<file path="src/rtl/spwm_pkg.sv">
package spwm_pkg;
  localparam int ADDR_W = 2;
  localparam logic [ADDR_W-1:0] REG_PERIOD = 2'd0;
  localparam logic [ADDR_W-1:0] REG_CMP    = 2'd1;
  localparam logic [ADDR_W-1:0] REG_PHASE  = 2'd2;
  localparam logic [ADDR_W-1:0] REG_CTRL   = 2'd3;

  localparam int BIT_RUN   = 0;
  localparam int BIT_SINEN = 1;
  localparam int BIT_SEL0  = 2;
  localparam int BIT_LOW   = 4;

  typedef enum logic [1:0] {
    SO_OFF    = 2'b00,
    SO_PERIOD = 2'b01,
    SO_PASS   = 2'b10,
    SO_OFF2   = 2'b11
  } sync_src_e;

  typedef struct packed {
    logic cntLoad;
    logic cntInc;
    logic cntClear;
    logic syncFire;
  } strobe_t;
endpackage

</file>
<file path="src/rtl/spwm_ctrl.sv">
module spwm_ctrl
  import spwm_pkg::*;
#(
  parameter int CNT_W = 16
) (
  input  logic              clk,
  input  logic              rstN,
  input  logic              wrEn,
  input  logic [ADDR_W-1:0] wrAddr,
  input  logic [CNT_W-1:0]  wrData,
  input  logic              syncIn,
  input  logic [CNT_W-1:0]  cntQ,
  output strobe_t           strb,
  output logic [CNT_W-1:0]  cmpVal,
  output logic [CNT_W-1:0]  phaseVal,
  output logic              activeLow,
  output sync_src_e         srcSel,
  output logic              running
);
  logic [CNT_W-1:0] prdQ, cmpQ, phaseQ;
  logic             runQ, sinEnQ, lowQ;
  sync_src_e        selQ;
  logic             loadHit, atEnd, atPeriod;

  always_ff @(posedge clk or negedge rstN) begin
    if (!rstN) begin
      prdQ   <= '1;
      cmpQ   <= '0;
      phaseQ <= '0;
      runQ   <= 1'b0;
      sinEnQ <= 1'b0;
      lowQ   <= 1'b0;
      selQ   <= SO_OFF;
    end else if (wrEn) begin
      case (wrAddr)
        REG_PERIOD: prdQ   <= wrData;
        REG_CMP:    cmpQ   <= wrData;
        REG_PHASE:  phaseQ <= wrData;
        default: begin
          runQ   <= wrData[BIT_RUN];
          sinEnQ <= wrData[BIT_SINEN];
          selQ   <= sync_src_e'(wrData[BIT_SEL0+1:BIT_SEL0]);
          lowQ   <= wrData[BIT_LOW];
        end
      endcase
    end
  end

  always_comb begin
    loadHit       = syncIn & sinEnQ;
    atEnd         = (cntQ >= prdQ);
    atPeriod      = (cntQ == prdQ);
    strb.cntLoad  = loadHit;
    strb.cntClear = runQ & atEnd & ~loadHit;
    strb.cntInc   = runQ & ~atEnd & ~loadHit;
    case (selQ)
      SO_PERIOD: strb.syncFire = runQ & atPeriod;
      SO_PASS:   strb.syncFire = syncIn;
      default:   strb.syncFire = 1'b0;
    endcase
  end

  assign cmpVal    = cmpQ;
  assign phaseVal  = phaseQ;
  assign activeLow = lowQ;
  assign srcSel    = selQ;
  assign running   = runQ;
endmodule

</file>
<file path="src/rtl/spwm_dp.sv">
module spwm_dp
  import spwm_pkg::*;
#(
  parameter int CNT_W = 16
) (
  input  logic             clk,
  input  logic             rstN,
  input  strobe_t          strb,
  input  logic [CNT_W-1:0] phaseVal,
  input  logic [CNT_W-1:0] cmpVal,
  input  logic             activeLow,
  output logic [CNT_W-1:0] cntQ,
  output logic             pwmOut,
  output logic             syncOut
);
  always_ff @(posedge clk or negedge rstN) begin
    if (!rstN) begin
      cntQ    <= '0;
      syncOut <= 1'b0;
    end else begin
      syncOut <= strb.syncFire;
      if (strb.cntLoad)       cntQ <= phaseVal;
      else if (strb.cntClear) cntQ <= '0;
      else if (strb.cntInc)   cntQ <= cntQ + CNT_W'(1);
    end
  end

  assign pwmOut = activeLow ^ (cntQ < cmpVal);

  a_r6_phase_load: assert property (@(posedge clk) disable iff (!rstN)
    strb.cntLoad |=> cntQ == $past(phaseVal));
  a_r2_wrap_zero: assert property (@(posedge clk) disable iff (!rstN)
    strb.cntClear |=> cntQ == '0);
  a_r2_step_one: assert property (@(posedge clk) disable iff (!rstN)
    strb.cntInc |=> cntQ == $past(cntQ) + CNT_W'(1));
  a_r3_hold: assert property (@(posedge clk) disable iff (!rstN)
    !(strb.cntLoad || strb.cntClear || strb.cntInc) |=> $stable(cntQ));
endmodule

</file>
<file path="src/rtl/sync_pwm_channel.sv">
module sync_pwm_channel
  import spwm_pkg::*;
#(
  parameter int CNT_W = 16
) (
  input  logic             clk,
  input  logic             rstN,
  input  logic             wrEn,
  input  logic [1:0]       wrAddr,
  input  logic [CNT_W-1:0] wrData,
  input  logic             syncIn,
  output logic             pwmOut,
  output logic             syncOut,
  output logic [CNT_W-1:0] cntValue
);
  strobe_t          strb;
  logic [CNT_W-1:0] cmpVal, phaseVal;
  logic             activeLow, running;
  sync_src_e        srcSel;

  spwm_ctrl #(.CNT_W(CNT_W)) u_ctrl (
    .clk(clk), .rstN(rstN), .wrEn(wrEn), .wrAddr(wrAddr), .wrData(wrData),
    .syncIn(syncIn), .cntQ(cntValue), .strb(strb), .cmpVal(cmpVal),
    .phaseVal(phaseVal), .activeLow(activeLow), .srcSel(srcSel),
    .running(running)
  );

  spwm_dp #(.CNT_W(CNT_W)) u_dp (
    .clk(clk), .rstN(rstN), .strb(strb), .phaseVal(phaseVal),
    .cmpVal(cmpVal), .activeLow(activeLow), .cntQ(cntValue),
    .pwmOut(pwmOut), .syncOut(syncOut)
  );

  a_r10_sync_off: assert property (@(posedge clk) disable iff (!rstN)
    (srcSel == SO_OFF || srcSel == SO_OFF2) |=> !syncOut);
  a_r9_pass_delay: assert property (@(posedge clk) disable iff (!rstN)
    (srcSel == SO_PASS) |=> syncOut == $past(syncIn));
  a_r8_no_fire_stopped: assert property (@(posedge clk) disable iff (!rstN)
    (srcSel == SO_PERIOD && !running) |=> !syncOut);
endmodule

</file>
<file path="config.mk">
export PLATFORM = sky130hd
export DESIGN_NAME = sync_pwm_channel
export DESIGN_NICKNAME = d
export VERILOG_FILES = /design/src/rtl/spwm_pkg.sv /design/src/rtl/spwm_ctrl.sv /design/src/rtl/spwm_dp.sv /design/src/rtl/sync_pwm_channel.sv
export SDC_FILE = /design/constraint.sdc
export NUM_CORES = 1
export LEC_CHECK = 0
export ABC_AREA = 1
export BUFFER_PORTS_ARGS = -buffer_cell sky130_fd_sc_hd__buf_4
export CORE_ASPECT_RATIO = 1.5
export CORE_UTILIZATION = 35
export CTS_BUF_LIST = sky130_fd_sc_hd__clkbuf_8
export CTS_CLUSTER_DIAMETER = 200
export DETAILED_ROUTE_END_ITERATION = 7
export MAX_ROUTING_LAYER = met4
export RECOVER_POWER = 100
export SLEW_MARGIN = 5
export SYNTH_ARGS = -nofsm -noshare
export SYNTH_HDL_FRONTEND = slang
export SYNTH_SLANG_ARGS = --single-unit
</file>
<file path="constraint.sdc">
create_clock -name clk -period 3.5 [get_ports clk]
set_input_delay 0 -clock clk [delete_from_list [all_inputs] [get_ports clk]]
set_output_delay 0 -clock clk [all_outputs]
set_load 0.1 [all_outputs]
</file>
---- Word-level counts from Yosys, hierarchy flattened ----
Cells that the tools add are included.
word-level totals
  bits of input ports ..................... 22
  register bits after elaboration ......... 70
  output and inout port bits .............. 18
  logic and storage cells ................. 38
cells by class
  bitwise logic cells ..................... 10
  order comparisons ....................... 2
  add/sub/neg operators ................... 1
  reduce and logical (&&, ||, !) cells .... 7
  eq/ne operators ......................... 5
  multiplexer cells ....................... 4
operators with widths
  cell                   number
  $mux 16                3
  $add 16x1->16 const B  1
  $eq 16x16->1           1
  $ge 16x16->1           1
  $lt 16x16->1           1
  $reduce_and 2->1       4
  $and 1x1->1            6
  $eq 2x1->1 const B     2
  $eq 2x2->1 const B     2
  $not 1->1              3
  $reduce_bool 3->1      1
  $reduce_or 3->1        1
  $logic_not 2->1        1
  $pmux 1 s2             1
  $xor 1x1->1            1

---- Longest topological paths before layout ----
  depth after elaboration ................. 7
  depth in mapped cells ................... 13
  mapped depth without buffers ............ 12

---- Modules after synthesis ----
From an unflattened synthesis, not the netlist that was laid out.
unflattened totals
  cells, all modules ...................... 496
  area, all modules ....................... 4,172.8 µm²
modules (own cells, without submodules)
  module     cells an instance  instances  sequential area each (µm²)  area an instance (µm²)
  spwm_ctrl  280                1          1,346.3                     2,628.8
  spwm_dp    216                1          425.4                       1,544.0

---- Least setup slack after synthesis ----
Ideal clock, no wire load.
  kind .................................... flip-flop to output port
  start point ............................. reg u_dp.cntQ[5]
  end point ............................... out pwmOut
  path slack .............................. 1.034 ns
  stages on the path, launching flop included .. 8
  path buffers ............................ 0
  data arrival time ....................... 2.466 ns
  data required time ...................... 3.500 ns
  cell sequence ........................... dfrtp_1 -> ha_1 -> a21oi_1 -> o21a_1 -> nand2_1 -> nand2_1 -> nand3b_1 -> nand2_1
on the way
  word-level cells in the longest chain between the ends .. 2
ends and longest elaborated chain
  element                 line                    text
  start, declared         spwm_dp.sv:12           output logic [CNT_W-1:0] cntQ,
  start signal, assigned  spwm_dp.sv:22           if (strb.cntLoad) cntQ <= phaseVal;
  start signal, assigned  spwm_dp.sv:24           else if (strb.cntInc) cntQ <= cntQ + CNT_W'(1);
  $lt 16x16->1            spwm_dp.sv:28           assign pwmOut = activeLow ^ (cntQ < cmpVal);
  $xor 1x1->1             spwm_dp.sv:28
  end, declared           sync_pwm_channel.sv:12  output logic pwmOut,
Every way passes these cells.

---- Final worst setup path ----
  start point ............................. reg u_dp.cntQ[7]
  end point ............................... out pwmOut
Same word-level chain as after synthesis.

==> flow_metrics.tcl <==
set metrics [dict create \
    status "finished with violations" \
    violations "max-capacitance violations, max-slew violations" \
    area_growth_pct 15.6 \
    rows 48 \
    grt_max_degree 71 \
    pre_cts_ws_ns 1.51 \
    drtIter0Drc 219 \
    post_cts_resized 0 \
    multi_input_area_um2 1930 \
    clkLatencyLatePin_ns 0.36 \
    max-slew-margin-rel -0.130 \
    grt_setup_unrepaired "false" \
    final-setup-viol-count 0 \
    setup_tns_ns 0 \
    slew_violations 71 \
    ys.flop_type "dfrtp_1" \
    routed_wl_um 9610 \
    io_buffers 39 \
    drtPass1Iterations 4 \
    yosysMostFrequentCell "nand2_1" \
    fin_crit_sh 0.791 \
    grt_pass1_wl_um 16400 \
    yosysTopAreaCellShare 0.330 \
    post-dp-hpwl_um 7150 \
    die_h_um 135 \
    tightestPinTransition_ns 1.70 \
    fillCellCount 1205 \
    cts.clk_slew.worst_paths_ns 0.08 \
    yosys-top-cells-count "nand2_1 (124), inv_1 (73), o21ai_0 (65)" \
    yosysTopAreaCell "dfrtp_1" \
    track_usage 0.178 \
    p_leak_nw 2.33 \
    setup_ws_ns 0.731 \
    fp.coreArea_um2 11500 \
    startpoint_type "flip-flop" \
    cts_made_buffers 9 \
    instances_no_fill 699 \
    ys_seq_area_frac 0.432 \
    vias_per_cell 4.67 \
    finalHoldViolCount 0 \
    avgSynthCellArea_um2 8.35 \
    syn_area_um2 4100 \
    yosys_warnings 0 \
    clockRootBuffer "clkbuf_8" \
    pin_count 40 \
    ant_nets 0 \
    crit_required_ns 3.50 \
    peakVddDrop_mv 0.267 \
    wl_per_cell_um 13.7 \
    fmax_mhz 361 \
    gp_congestion 0.845 \
    overflow 0 \
    period_needed_ns 2.77 \
    syn-num-nets 547 \
    dp_cells 666 \
    finalNetCount 600 \
    initial_utilization 0.357 \
    arrival_ns 2.77 \
    antennaDiodeCount 0 \
    syn_inst 491 \
    dieWidth_um 90.3 \
    critPathMaxFanout 7 \
    critPathCaptureType "output port" \
    cap_violations 1 \
    vias 3265 \
    cellPowerDensity_nw_per_um2 769 \
    regArea_um2 1770 \
    ys_ff_latch 70 \
    dieArea_um2 12200 \
    hp-class "input pin to flip-flop" \
    htree_levels 3 \
    grt_pass1_vias 3285 \
    fin_worst_skew_ns 0.00982 \
    netlist-cell-type-count 30 \
    synth_area_leaders "dfrtp_1 (33%), nand2_1 (11%), ha_1 (10%), dfstp_2 (10%), o21ai_0 (7.9%)" \
    hold_ws_ns 0.0256 \
    post_route_cells_drive_above_1_share 0.113 \
    synthArstFlopShare 1.00 \
    drcViolationCount 0 \
    synth_edf_count 0 \
    path_class "flip-flop to output port" \
    tritoncts "built" \
    clk_path_buf_depth 2 \
    antenna_found_initial 0 \
    cts_sinks 70 \
]
worst paths after layout:
| kind | startpoint | to | slack (ns) | cells past startpoint |
|---|---|---|---|---|
| min in group asynchronous | rstN | u_ctrl.cmpVal[9] | 0.60 | 2 |
| hold / removal | syncIn | u_dp.syncOut | 0.03 | 3 |
| max in group asynchronous | rstN | u_ctrl.phaseVal[6] | 1.86 | 2 |
| setup reg to reg | u_ctrl.prdQ[9] | u_dp.cntQ[2] | 0.91 | 9 |
| hold reg to reg | u_ctrl.cmpVal[7] | u_ctrl.cmpVal[7] | 0.49 | 2 |
| setup / recovery | u_dp.cntQ[7] | pwmOut | 0.73 | 8 |
layout by cell type (no fill, tap or decap), types with 3 or more instances in the layout:
master           n
dfrtp_1         54
dlygate4sd3_1   17
nand2_1        125
o21bai_1         3
ha_1            34
nor2_2           3
nand3_1         34
nand4_1          6
inv_1           77
clkbuf_1        20
nor2_1          18
clkbuf_8        11
xor2_1           9
o21bai_4         8
o21ai_0         65
buf_4           18
dfstp_2         15
a21oi_1         13
sequential cells by signal (all words and copies together), names as in the netlist:
signal	flops
u_dp.syncOut	1
u_ctrl.activeLow	1
u_ctrl.prdQ	16
u_ctrl.srcSel	2
u_ctrl.cmpVal	16
u_ctrl.running	1
u_ctrl.sinEnQ	1
u_ctrl.phaseVal	16
u_dp.cntQ	16
worst max-delay path: stages, from the launching register on:
cell and delay [ns]:
dfrtp_1 0.49, ha_1 0.35, a21oi_1 0.18, o21a_1 0.15
nand2_1 0.11, nand2_1 0.11, nand3b_1 0.08, nand2_1 0.07
clkbuf_1 0.86
routing by layer:
metal	track usage	routed length [um]
met5	-	0
met4	0.0851	264
met3	0.0298	259
met2	0.297	4870
met1	0.209	4210
cells by family after synthesis:
logic type,share of synthesized area
XOR/XNOR,0.0214
adder cells (fa/ha/maj),0.104
AO/OA/AOI/OAI,0.152
AND/OR/NAND/NOR,0.201
buffers and inverters,0.0898
flip-flops,0.432
final cells by class:
cell class | instances | area share
tap | 150 | 0.0396
timing repair buffer | 56 | 0.0814
multi-input combinational | 330 | 0.408
inverter | 77 | 0.0610
sequential | 70 | 0.374
clock inverter | 5 | 0.00423
clock buffer | 11 | 0.0320
per-stage QoR:
stage,power [mW],utilization,instance area (um^2)
floorplan,2.70,-,4100
global placement,3.13,0.392,4500
detailed placement,3.17,0.392,4500
CTS,3.78,0.422,4840
global route,3.91,0.413,4740
finish,3.64,0.413,4740
repair_timing:
action | in CTS | in global routing
setup buffers | 0 | 0
endpoints found under the hold margin | 107 | 0
hold buffers | 17 | 0
power breakdown:
| part | switching [mW] | internal [mW] | leakage [nW] | total (mW) |
|---|---|---|---|---|
| registers | 0.251 | 1.01 | 0.853 | 1.26 |
| clock network | 0.297 | 0.285 | 0.104 | 0.582 |
| logic | 1.32 | 0.487 | 1.37 | 1.80 |
| total | 1.86 | 1.78 | 2.33 | 3.64 |
Note: power is estimated with default switching activity, not from simulation.
